### src/rtl/spiseq_pkg.sv
package spiseq_pkg;

    localparam int CFG_W = 14;

    localparam logic [CFG_W-1:0] CFG_RESET = 14'h3000;

    typedef enum logic [2:0] {
        PH_CMD   = 3'd0,
        PH_ADDR  = 3'd1,
        PH_DUMMY = 3'd2,
        PH_DATA  = 3'd3,
        PH_NONE  = 3'd4
    } phase_e;

    typedef enum logic [1:0] {
        ST_IDLE,
        ST_RUN,
        ST_FIN
    } state_e;

    // width fields are {octal, quad, dual}
    typedef struct packed {
        logic       wp_idle;
        logic       hold_idle;
        logic       dummy_drive;
        logic       rx_lsb;
        logic       tx_lsb;
        logic [2:0] data_w;
        logic [2:0] addr_w;
        logic [2:0] cmd_w;
    } ctrl_t;

    function automatic logic [3:0] lanes_of(input logic [2:0] w);
        if (w[2]) return 4'd8;
        if (w[1]) return 4'd4;
        if (w[0]) return 4'd2;
        return 4'd1;
    endfunction

endpackage

### src/rtl/spiseq_cfg.sv
module spiseq_cfg
    import spiseq_pkg::*;
(
    input  logic             clk,
    input  logic             rst,
    input  logic             wr_en,
    input  logic [CFG_W-1:0] wr_data,
    input  logic             locked,
    output ctrl_t            ctrl
);

    always_ff @(posedge clk) begin
        if (rst)
            ctrl <= ctrl_t'(CFG_RESET);
        else if (wr_en && !locked)
            ctrl <= ctrl_t'(wr_data);
    end

    AST_CFG_FROZEN: assert property (@(posedge clk) disable iff (rst)
        locked |=> $stable(ctrl));

endmodule

### src/rtl/spiseq_tx.sv
module spiseq_tx #(
    parameter int SH_W  = 32,
    parameter int CNT_W = 6
) (
    input  logic             clk,
    input  logic             rst,
    input  logic             load,
    input  logic             shift,
    input  logic             lsb_first,
    input  logic [3:0]       lanes,
    input  logic [SH_W-1:0]  val,
    input  logic [CNT_W-1:0] len,
    output logic [7:0]       lines
);

    logic [SH_W-1:0] sh;

    always_ff @(posedge clk) begin
        if (rst)
            sh <= '0;
        else if (load)
            sh <= lsb_first ? val : (val << (SH_W - int'(len)));
        else if (shift)
            sh <= lsb_first ? (sh >> lanes) : (sh << lanes);
    end

    always_comb begin
        lines = '0;
        for (int k = 0; k < 8; k++) begin
            if (4'(k) < lanes)
                lines[k] = lsb_first ? sh[k] : sh[SH_W - int'(lanes) + k];
        end
    end

endmodule

### src/rtl/spiseq_rx.sv
module spiseq_rx #(
    parameter int SH_W  = 32,
    parameter int CNT_W = 6,
    parameter int OUT_W = 32
) (
    input  logic             clk,
    input  logic             rst,
    input  logic             clear,
    input  logic             capture,
    input  logic             lsb_first,
    input  logic [3:0]       lanes,
    input  logic [7:0]       io_in,
    input  logic [CNT_W-1:0] len,
    output logic [OUT_W-1:0] word
);

    logic [SH_W-1:0] acc;
    logic [7:0]      grp;

    always_comb begin
        grp = '0;
        if (lanes == 4'd1)
            grp[0] = io_in[1];
        else
            for (int k = 0; k < 8; k++)
                if (4'(k) < lanes) grp[k] = io_in[k];
    end

    always_ff @(posedge clk) begin
        if (rst || clear)
            acc <= '0;
        else if (capture)
            acc <= lsb_first ? ((acc >> lanes) | (SH_W'(grp) << (SH_W - int'(lanes))))
                             : ((acc << lanes) | SH_W'(grp));
    end

    always_comb
        word = OUT_W'(lsb_first ? (acc >> (SH_W - int'(len))) : acc);

endmodule

### src/rtl/spi_phase_seq.sv
module spi_phase_seq
    import spiseq_pkg::*;
#(
    parameter int CMD_W   = 16,
    parameter int ADDR_W  = 32,
    parameter int DATA_W  = 32,
    parameter int DMY_W   = 5,
    localparam int CL_W   = $clog2(CMD_W + 1),
    localparam int AL_W   = $clog2(ADDR_W + 1),
    localparam int DL_W   = $clog2(DATA_W + 1)
) (
    input  logic              clk,
    input  logic              rst,
    input  logic              cfg_we,
    input  logic [CFG_W-1:0]  cfg_wdata,
    input  logic              start,
    input  logic              rd_op,
    input  logic [CL_W-1:0]   cmd_bits,
    input  logic [AL_W-1:0]   addr_bits,
    input  logic [DMY_W-1:0]  dummy_cycles,
    input  logic [DL_W-1:0]   data_bits,
    input  logic [CMD_W-1:0]  cmd_word,
    input  logic [ADDR_W-1:0] addr_word,
    input  logic [DATA_W-1:0] wdata,
    output logic              busy,
    output logic              done,
    output logic [DATA_W-1:0] rdata,
    output logic              sclk,
    output logic              cs_n,
    output logic              hold_line,
    output logic              wprot_line,
    output logic [7:0]        io_out,
    output logic [7:0]        io_oe,
    input  logic [7:0]        io_in
);

    localparam int SH_A  = (CMD_W > ADDR_W) ? CMD_W : ADDR_W;
    localparam int SH_W  = (SH_A > DATA_W) ? SH_A : DATA_W;
    localparam int LEN_W = $clog2(SH_W + 1);
    localparam int CNT_W = (LEN_W > DMY_W) ? LEN_W : DMY_W;

    state_e           state;
    phase_e           phase, tgt;
    logic             half, rd_q;
    logic [CNT_W-1:0] cnt, tgt_len;
    logic [CNT_W-1:0] q_lc, q_la, q_ld, q_dm, s_lc, s_la, s_ld, s_dm;
    logic [SH_W-1:0]  q_cmd, q_addr, q_dat, s_cmd, s_addr, s_dat, tgt_val;
    logic [3:0]       nz, cur_lanes;
    logic [7:0]       tx_lines, lane_mask;
    logic [DATA_W-1:0] rx_word;
    logic             last_slot, tx_load, tx_shift, rx_cap, cfg_lock;
    ctrl_t            ctrl;

    function automatic phase_e pick(input phase_e from, input logic [3:0] nzv);
        for (int i = 0; i < 4; i++)
            if (i >= int'(from) && nzv[i]) return phase_e'(i);
        return PH_NONE;
    endfunction

    assign busy     = (state != ST_IDLE);
    assign cfg_lock = busy || start;

    spiseq_cfg u_cfg (
        .clk(clk), .rst(rst), .wr_en(cfg_we), .wr_data(cfg_wdata),
        .locked(cfg_lock), .ctrl(ctrl)
    );

    // source of phase settings: live inputs when idle, latched copy when running
    always_comb begin
        if (state == ST_IDLE) begin
            s_cmd  = SH_W'(cmd_word);
            s_addr = SH_W'(addr_word);
            s_dat  = SH_W'(wdata);
            s_lc   = CNT_W'(cmd_bits);
            s_la   = CNT_W'(addr_bits);
            s_ld   = CNT_W'(data_bits);
            s_dm   = CNT_W'(dummy_cycles);
        end else begin
            s_cmd = q_cmd; s_addr = q_addr; s_dat = q_dat;
            s_lc  = q_lc;  s_la   = q_la;   s_ld  = q_ld;  s_dm = q_dm;
        end
        nz  = {s_ld != '0, s_dm != '0, s_la != '0, s_lc != '0};
        tgt = pick((state == ST_IDLE) ? PH_CMD : phase_e'(phase + 3'd1), nz);
        case (tgt)
            PH_CMD:   begin tgt_len = s_lc; tgt_val = s_cmd;  end
            PH_ADDR:  begin tgt_len = s_la; tgt_val = s_addr; end
            PH_DUMMY: begin tgt_len = s_dm; tgt_val = '0;     end
            PH_DATA:  begin tgt_len = s_ld; tgt_val = s_dat;  end
            default:  begin tgt_len = '0;   tgt_val = '0;     end
        endcase
    end

    always_comb begin
        case (phase)
            PH_CMD:  cur_lanes = lanes_of(ctrl.cmd_w);
            PH_ADDR: cur_lanes = lanes_of(ctrl.addr_w);
            PH_DATA: cur_lanes = lanes_of(ctrl.data_w);
            default: cur_lanes = 4'd1;
        endcase
        lane_mask = 8'((9'd1 << cur_lanes) - 9'd1);
    end

    assign last_slot = (cnt <= CNT_W'(cur_lanes));
    assign tx_load   = ((state == ST_IDLE) && start) || ((state == ST_RUN) && half && last_slot);
    assign tx_shift  = (state == ST_RUN) && half;
    assign rx_cap    = (state == ST_RUN) && !half && (phase == PH_DATA) && rd_q;

    spiseq_tx #(.SH_W(SH_W), .CNT_W(CNT_W)) u_tx (
        .clk(clk), .rst(rst), .load(tx_load), .shift(tx_shift),
        .lsb_first(ctrl.tx_lsb), .lanes(cur_lanes), .val(tgt_val),
        .len(tgt_len), .lines(tx_lines)
    );

    spiseq_rx #(.SH_W(SH_W), .CNT_W(CNT_W), .OUT_W(DATA_W)) u_rx (
        .clk(clk), .rst(rst), .clear((state == ST_IDLE) && start),
        .capture(rx_cap), .lsb_first(ctrl.rx_lsb),
        .lanes(lanes_of(ctrl.data_w)), .io_in(io_in), .len(q_ld),
        .word(rx_word)
    );

    always_ff @(posedge clk) begin
        if (rst) begin
            state <= ST_IDLE;
            phase <= PH_NONE;
            half  <= 1'b0;
            sclk  <= 1'b0;
            cs_n  <= 1'b1;
            done  <= 1'b0;
            cnt   <= '0;
            rd_q  <= 1'b0;
            rdata <= '0;
            q_cmd <= '0; q_addr <= '0; q_dat <= '0;
            q_lc  <= '0; q_la   <= '0; q_ld  <= '0; q_dm <= '0;
        end else begin
            done <= 1'b0;
            case (state)
                ST_IDLE: if (start) begin
                    q_cmd <= s_cmd; q_addr <= s_addr; q_dat <= s_dat;
                    q_lc  <= s_lc;  q_la   <= s_la;   q_ld  <= s_ld;  q_dm <= s_dm;
                    rd_q  <= rd_op;
                    cs_n  <= 1'b0;
                    half  <= 1'b0;
                    phase <= tgt;
                    cnt   <= tgt_len;
                    state <= (tgt == PH_NONE) ? ST_FIN : ST_RUN;
                end
                ST_RUN: begin
                    half <= !half;
                    sclk <= !half;
                    if (half) begin
                        if (last_slot) begin
                            phase <= tgt;
                            cnt   <= tgt_len;
                            if (tgt == PH_NONE) state <= ST_FIN;
                        end else begin
                            cnt <= cnt - CNT_W'(cur_lanes);
                        end
                    end
                end
                default: begin
                    cs_n  <= 1'b1;
                    done  <= 1'b1;
                    phase <= PH_NONE;
                    rdata <= rx_word;
                    state <= ST_IDLE;
                end
            endcase
        end
    end

    always_comb begin
        io_out = '0;
        io_oe  = '0;
        if (state == ST_RUN) begin
            case (phase)
                PH_CMD, PH_ADDR: begin io_out = tx_lines; io_oe = lane_mask; end
                PH_DATA: if (!rd_q) begin io_out = tx_lines; io_oe = lane_mask; end
                PH_DUMMY: if (ctrl.dummy_drive) io_oe = 8'hFF;
                default: ;
            endcase
        end
    end

    assign hold_line  = busy ? 1'b1 : ctrl.hold_idle;
    assign wprot_line = busy ? 1'b1 : ctrl.wp_idle;

    AST_CS_FRAMES: assert property (@(posedge clk) disable iff (rst)
        (state == ST_RUN) |-> !cs_n);
    AST_SCLK_PARKED: assert property (@(posedge clk) disable iff (rst)
        cs_n |-> !sclk);
    AST_DONE_SINGLE: assert property (@(posedge clk) disable iff (rst)
        done |=> !done);
    AST_DONE_WITH_CS: assert property (@(posedge clk) disable iff (rst)
        done |-> cs_n);
    AST_DUMMY_HIZ: assert property (@(posedge clk) disable iff (rst)
        (state == ST_RUN && phase == PH_DUMMY && !ctrl.dummy_drive) |-> (io_oe == 8'h00));
    AST_READ_RELEASED: assert property (@(posedge clk) disable iff (rst)
        (rx_cap || (sclk && phase == PH_DATA && rd_q)) |-> (io_oe == 8'h00));
    AST_OE_CONTIG: assert property (@(posedge clk) disable iff (rst)
        (state == ST_RUN && phase != PH_DUMMY) |-> $onehot0(io_oe + 8'd1));

endmodule

### config.mk
export PLATFORM = sky130hd
export DESIGN_NAME = spi_phase_seq
export DESIGN_NICKNAME = d
export VERILOG_FILES = /design/src/rtl/spiseq_pkg.sv /design/src/rtl/spiseq_cfg.sv /design/src/rtl/spiseq_tx.sv /design/src/rtl/spiseq_rx.sv /design/src/rtl/spi_phase_seq.sv
export SDC_FILE = /design/constraint.sdc
export NUM_CORES = 1
export LEC_CHECK = 0
export ABC_AREA = 1
export BUFFER_PORTS_ARGS = -buffer_cell sky130_fd_sc_hd__buf_2
export CAP_MARGIN = 20
export CELL_PAD_IN_SITES_DETAIL_PLACEMENT = 0
export CELL_PAD_IN_SITES_GLOBAL_PLACEMENT = 1
export CORE_AREA = 4 4 247 225
export CTS_BUF_LIST = sky130_fd_sc_hd__clkbuf_4 sky130_fd_sc_hd__clkbuf_8 sky130_fd_sc_hd__clkbuf_16
export CTS_CLUSTER_SIZE = 8
export DETAILED_ROUTE_END_ITERATION = 8
export DIE_AREA = 0 0 251 229
export PLACE_DENSITY = 0.78
export SLEW_MARGIN = 0
export SYNTH_ARGS = -nofsm -noshare
export SYNTH_HDL_FRONTEND = slang
export SYNTH_SLANG_ARGS = --single-unit
### constraint.sdc
create_clock -name clk -period 6.15 [get_ports clk]
set_clock_uncertainty 0.15 [all_clocks]
set_input_delay 0.3075 -clock clk [delete_from_list [all_inputs] [get_ports clk]]
set_output_delay 0.3075 -clock clk [all_outputs]
set_load 0.03 [all_outputs]
==> results by group, run 1 <==
Outcome
  – Status: complete, no violations

Setup path
  – Startpoint types: register
  – Crit path kind: register to output port
  – Worst r2r dst: u_tx.sh[15]
  – Register-to-Register Path Depth: 18
  – Reg2Reg Setup Slack: 1.09 ns
  – Max FO, Critical Path: 24
  – Critical Path AT: 5.20 ns
  – Worst flop-to-flop path startpoint: state[0]
  – Critical path required time: 5.69 ns
  – CP Capture Type: output port

Final layout
  – Ratio of cells with drive above 1 in the final layout: 11.5%
  – N_diodes: 0
  – Final nets: 3794
  – Area growth from synthesis to layout: 15.8%

STA
  – RSZ-0062 raised after global routing: false
  – Hold Vio Cnt, Final: 0
  – F_max: 177 MHz
  – Max Slew Vio Count: 0
  – Fin Setup TNS: 0 ns
  – Slew @ Worst Pin: 1.00 ns
  – Tmin final: 5.66 ns
  – Period utilization: 92.0%
  – Final setup violation count: 0
  – Worst rel slew slack: 33.0%

Yosys
  – Top FF cell, synth: dfxtp_1
  – Synthesized area: 21000 sq um
  – Seq/Total Area, Yosys: 23.5%
  – Flops & latches, synth: 246
  – Yosys Warn Count: 0
  – Leading area contributor after synthesis: dfxtp_1
  – Post-synth cell types: 64
  – Synth Net Count: 3662
  – EDFF count, synth: 0
  – Syn Inst Count: 3505
  – Synth area leaders: dfxtp_1 23%, nand2_1 12%, o21ai_0 12%
  – Synth top area share: 23.5%
  – Mean Syn Cell Area: 5.99 sq um
  – Fraction of registers with async set or reset after synthesis: 0%

Global routing
  – First-pass GRT wire length: 135000 microns
  – Number of global-route vias before repair: 22700
  – GR Util All Layers: 28.8%
  – Initial antenna violation count: 0
  – Largest net degree at the start of global routing: 92
  – Congestion Overflow GR: 0

Drt
  – DRT iter0 DRCs: 3077
  – Post-DRT Antenna Nets: 0
  – Number of remaining DRC errors: 0
  – DR WL/cell: 20.1 microns
  – Vias per cell: 5.81
  – Via Count: 25200
  – WL final: 87200 microns
  – Length of the first detailed-routing pass in iterations: 8

Clock network
  – CTS tree: yes
  – Clock Pin Slew Worst Setup and Hold Paths: 0.06 ns
  – CTS Buf Count: 37
  – Root buf cell: clkbuf_16
  – Worst-Skew Late Latency: 0.56 ns
  – H-tree levels: 2
  – Clk buf depth: 3
  – Clk sinks: 246
  – Post_cts resized: 0

Die
  – Top-level I/O count: 183
  – Die W: 251 microns
  – CORE AREA: 52800 sq um
  – Die ar.: 57500 sq um
  – Row count: 80
  – Initial core utilization: 39.8%
  – Die H: 229 microns

Min path
  – Hold Path Class: primary input to register
  – Min-delay src: rst
  – Worst hold endpoint: done
  – Hold depth: 2

Place
  – Detailed Place HPWL: 62600 microns
  – Number of port buffers: 182
  – Routability cong.: 0.978

Power
  – Total power: 13800 uW
  – Leakage: 0.0102 uW
  – Max VDD drop: 293 uV
  – Power Density: 569 nW/um^2

Job
  – Max Cap Viol: 0
-- through the flow --
step	setup slack [ns]	utilization (%)	instances	hold slack, ns	area (sq um)
2_1_floorplan	1.01	-	3505	0.260	21000
3_3_place_gp	1.20	42.0	4181	0.271	22100
3_5_place_dp	1.16	42.0	4181	0.276	22100
4_1_cts	0.563	46.1	4339	0.0352	24300
5_1_grt	0.0303	46.1	4339	0.0462	24300
6_report	0.494	46.1	4339	0.0452	24300
-- synth_stat cells (23+ instances only) --
master / number
o211ai_1: 137
ha_1: 27
mux2i_1: 41
o21ai_0: 503
inv_1: 249
nor2_1: 393
buf_1: 23
o221ai_1: 29
nand2_1: 690
or2_2: 78
o21ai_1: 39
clkbuf_1: 198
o22ai_1: 29
nand3_1: 297
dfxtp_1: 246
a21oi_1: 264
-- layout make-up --
type                            instances  area [sq um]
Clock buffer                           42          1000
Clock inverter                          2          17.5
Fill cell                            5639         28400
Inverter                              271          1020
Multi-Input combinational cell       2734         14000
Sequential cell                       246          4920
Tap cell                              697           872
Timing Repair Buffer                  347          2430
-- worst max-delay path by stage --
stage | startpoint | end | slack (ns) | cells after the start
final | phase[0] | io_out[1] | 0.49 | 17
after global routing | phase[0] | io_out[1] | 0.03 | 17
after CTS | phase[0] | io_out[1] | 0.56 | 17
after detailed placement | phase[0] | io_out[1] | 1.16 | 17
after global placement | phase[0] | io_out[1] | 1.20 | 18
after floorplan | phase[0] | io_out[1] | 1.01 | 17
-- flip-flops by register name, summed over array words and instances, names as in the netlist, 2 cells and up --
register and flops:
q_addr 32, q_cmd 32, q_dat 32, rdata 32
u_rx.acc 32, u_tx.sh 32, u_cfg.ctrl 14, cnt 6
q_dm 6, q_la 6, q_lc 6, q_ld 6
phase 3, state 2
-- placed cells by master (no fill, tap or decap), drive strengths merged, types with 6 or more instances in the layout --
cell type,count
nand2,700
o21ai,544
nor2,407
nand3,304
a21oi,265
inv,264
dfxtp,246
buf,233
o211ai,137
dlygate4sd3,114
or2,79
clkbuf,42
mux2i,41
o221ai,29
o22ai,29
ha,27
a31oi,18
a221oi,17
nor3,17
o2111ai,16
a211oi,15
nand4,13
xor2,12
o21bai,10
clkinv,9
xnor2,9
o31ai,8
mux2,6
-- critical path: stages, from the launching register on --
cell and delay [ns]:
dfxtp_1 0.38, inv_1 0.14, ha_1 0.15, inv_1 0.04
a21oi_1 0.39, o21a_1 0.21, nand3_2 0.11, ha_1 0.81
xor2_2 0.51, inv_1 0.34, nand3_1 0.14, o21ai_0 0.13
nand2_1 0.08, o21ai_0 0.08, mux2_2 0.27, mux2_2 0.26
a211oi_1 0.31, buf_2 0.27
-- power breakdown --
group	internal [uW]	switching (uW)	leakage [uW]	total [uW]
Clock	1140	773	0.000506	1910
Combinational	2930	6890	0.00768	9820
Sequential	1870	239	0.00202	2110
Total	5940	7900	0.0102	13800
-- logic make-up after synthesis --
| logic type | count (synthesis) | share of synthesized area (%) |
|---|---|---|
| and+or+nand+nor | 1527 | 31.3 |
| adders and majority gates | 28 | 1.70 |
| muxes | 47 | 2.28 |
| AOI/OAI and AO/OA | 1111 | 30.4 |
| xor gates and xnor gates | 21 | 1.00 |
| DFF | 246 | 23.5 |
| buffers and inverters | 525 | 9.86 |
-- layer usage --
metal / global-route usage, % / part of all wire, %
met2: 40.2 / 40
met5: 0 / 0
met4: 8.42 / 3.0
met3: 5.26 / 9.4
met1: 44.6 / 48
-- repair_timing --
item / CTS / global route
hold buffers: 114 / 0
buffers inserted: 0 / 0
hold endpoints to repair: 114 / 0
(Power assumes the default switching activity.)
==> inputs of run 2 (changes only) <==
--- a/config.mk
+++ b/config.mk
@@ -11,7 +11,7 @@
 export CELL_PAD_IN_SITES_DETAIL_PLACEMENT = 0
 export CELL_PAD_IN_SITES_GLOBAL_PLACEMENT = 1
 export CORE_AREA = 4 4 247 225
-export CTS_BUF_LIST = sky130_fd_sc_hd__clkbuf_4 sky130_fd_sc_hd__clkbuf_8 sky130_fd_sc_hd__clkbuf_16
+export CTS_BUF_LIST = sky130_fd_sc_hd__clkbuf_8
 export CTS_CLUSTER_SIZE = 8
 export DETAILED_ROUTE_END_ITERATION = 8
 export DIE_AREA = 0 0 251 229
==> run 2 against run 1 <==
Compared with the run above: global-route usage down 0.077 points; setup slack lost 0.065 ns; non-clock buffer count increased by 9; die area is the same; final cell count rose by 1.1%; clock power fell by 14%; maximum frequency decreased by 1.1%; cell area hardly changed; critical endpoint is now io_out[7]; largest power group unchanged; highest routed layer unchanged.
==> results by group, run 2 (synthesis results as in run 1) <==
Outcome
  – Status: complete, no violations

Place
  – Number of port buffers: 182 (unchanged)
  – Detailed Place HPWL: 62600 microns (unchanged)
  – Routability cong.: 0.978 (unchanged)

Global routing
  – GR Util All Layers: 28.8% (-0.077 points)
  – First-pass GRT wire length: 135000 microns (about the same)
  – Number of global-route vias before repair: 22700 (+0.28%)
  – Congestion Overflow GR: 0 (unchanged)
  – Largest net degree at the start of global routing: 92 (unchanged)
  – Initial antenna violation count: 0 (unchanged)

Clock network
  – CTS tree: yes
  – Clk buf depth: 3 (unchanged)
  – Worst-Skew Late Latency: 0.64 ns (+0.08 ns)
  – CTS Buf Count: 46 (+24%)
  – H-tree levels: 2 (unchanged)
  – Clk sinks: 246 (unchanged)
  – Root buf cell: clkbuf_8
  – Clock Pin Slew Worst Setup and Hold Paths: 0.06 ns (about the same)

Power
  – Total power: 13600 uW (-1.9%)
  – Max VDD drop: 292 uV (-0.19%)
  – Leakage: 0.0103 uW (+0.75%)
  – Power Density: 558 nW/um^2 (-2.0%)

Drt
  – Met2 Wirelength: 34800 microns (-0.43%)
  – Routed length on met3: 8010 microns (-1.8%)
  – Top routing layer used: met4
  – Vias per cell: 5.76 (-0.80%)
  – DR WL/cell: 19.8 microns (-1.5%)
  – Length of the first detailed-routing pass in iterations: 6 (-2)
  – Post-DRT Antenna Nets: 0 (unchanged)
  – DRT iter0 DRCs: 3007 (-2.3%)
  – Number of remaining DRC errors: 0 (unchanged)
  – Met1 WL: 41700 microns (+0.45%)
  – Via Count: 25300 (+0.28%)
  – WL final: 86900 microns (-0.38%)

Setup path
  – Critical path cell sequence: inv_1, ha_1, inv_1, a21oi_1, o21a_1, nand3_2, inv_1, buf_4, ha_1, ha_1, xnor2_1, inv_1, nand2_1, o21ai_0, mux2_2, mux2_2, a211oi_2, buf_2
  – CP Capture Type: output port
  – Critical path required time: 5.69 ns (about the same)
  – Startpoint types: register
  – CP peak stage delay: 0.61 ns (-0.20 ns)
  – Max FO, Critical Path: 15 (-38%)
  – Critical Path Most Common Cell: inv_1
  – Crit path kind: register to output port
  – CP max-delay cell: xnor2_1
  – Critical Path AT: 5.26 ns (+0.06 ns)

Die
  – Die ar.: 57500 sq um (unchanged)
  – CORE AREA: 52800 sq um (unchanged)
  – Initial core utilization: 39.8% (unchanged)
  – Top-level I/O count: 183 (unchanged)
  – Row count: 80 (unchanged)
  – Die W: 251 microns (unchanged)
  – Die H: 229 microns (unchanged)

STA
  – Worst rel slew slack: 29.4% (-3.6 points)
  – RSZ-0062 raised after global routing: false
  – Fin Setup TNS: 0 ns (unchanged)
  – Tmin final: 5.72 ns (+0.0651 ns)
  – Hold Vio Cnt, Final: 0 (unchanged)
  – Hold Slack: 0.0431 ns (-0.00213 ns)
  – Period utilization: 93.0% (+1.1 points)
  – Slew @ Worst Pin: 1.05 ns (+0.0453 ns)
  – Final setup violation count: 0 (unchanged)
  – F_max: 175 MHz (-1.1%)
  – Max Slew Vio Count: 0 (unchanged)

Final layout
  – Final nets: 3812 (+0.47%)
  – N_diodes: 0 (unchanged)
  – Ratio of cells with drive above 1 in the final layout: 12.1% (+0.58 points)
  – Layout Utilization: 46.1% (about the same)
  – Commonest non-fill, non-tap cell in the layout: nand2_1
  – Area growth from synthesis to layout: 15.8% (about the same)
  – Commonest non-fill, non-tap cells in the layout: 688 x nand2_1, 503 x o21ai_0, 393 x nor2_1, 297 x nand3_1, 264 x a21oi_1

Min path
  – Hold Path Class: primary input to register

Job
  – Max Cap Viol: 0 (unchanged)
run 2: path summary, 6_finish.rpt:
check                                      to  cells after the start  slack [ns]    startpoint
worst max-delay path                io_out[7]                     18        0.43      phase[0]
worst min-delay path            u_cfg.ctrl[0]                      3        0.04  cfg_wdata[0]
worst max register to register    u_tx.sh[29]                     20        1.04      state[1]
worst min register to register      q_cmd[31]                      2        0.28     q_cmd[31]
run 2: repair_timing:
item | CTS | global route
resized for setup | 0 | 2
hold endpoints to repair | 131 | 0
setup endpoints to repair | 0 | 1
buffers inserted | 0 | 0
hold buffers | 123 | 0
run 2: layout make-up:
cell class | instances | area, sq um
flip-flops and latches | 246 | 4920
inverters | 271 | 1020
clock inverters | 22 | 113
repair buffers | 356 | 2520
fillers | 5664 | 28400
well taps | 697 | 872
clock buffers | 60 | 826
multi-input cells | 2734 | 14000
run 2: through the flow:
step	std cells	cell area [sq um]	setup slack, ns
final	4386	24300	0.429
after global routing	4386	24300	0.0873
after CTS	4386	24300	0.452
after detailed placement	4181	22100	1.16
after global placement	4181	22100	1.20
after floorplan	3505	21000	1.01
run 2: per-layer routing:
layer | GRT usage, % | vias up
li1 | - | 12300
met1 | 44.7 | 11600
met2 | 40.4 | 1213
met3 | 4.70 | 164
met4 | 8.25 | 0
met5 | 0 | -
run 2: where the power goes:
| group | total, uW | switching (uW) | internal, uW | leakage, uW |
|---|---|---|---|---|
| Clock | 1640 | 763 | 877 | 0.000540 |
| Sequential | 2110 | 243 | 1870 | 0.00202 |
| Combinational | 9820 | 6880 | 2940 | 0.00772 |
| Total | 13600 | 7890 | 5690 | 0.0103 |
run 2: worst max-delay path: cells and delay by family, from the launching register on:
kind	cells	cell delay [ns]
adder cells (fa/ha/maj)	3	0.99
multiplexers	2	0.54
XOR/XNOR	1	0.61
flip-flops	1	0.38
AO/OA/AOI/OAI	4	0.91
buffers and inverters	6	0.94
AND/OR/NAND/NOR	2	0.23
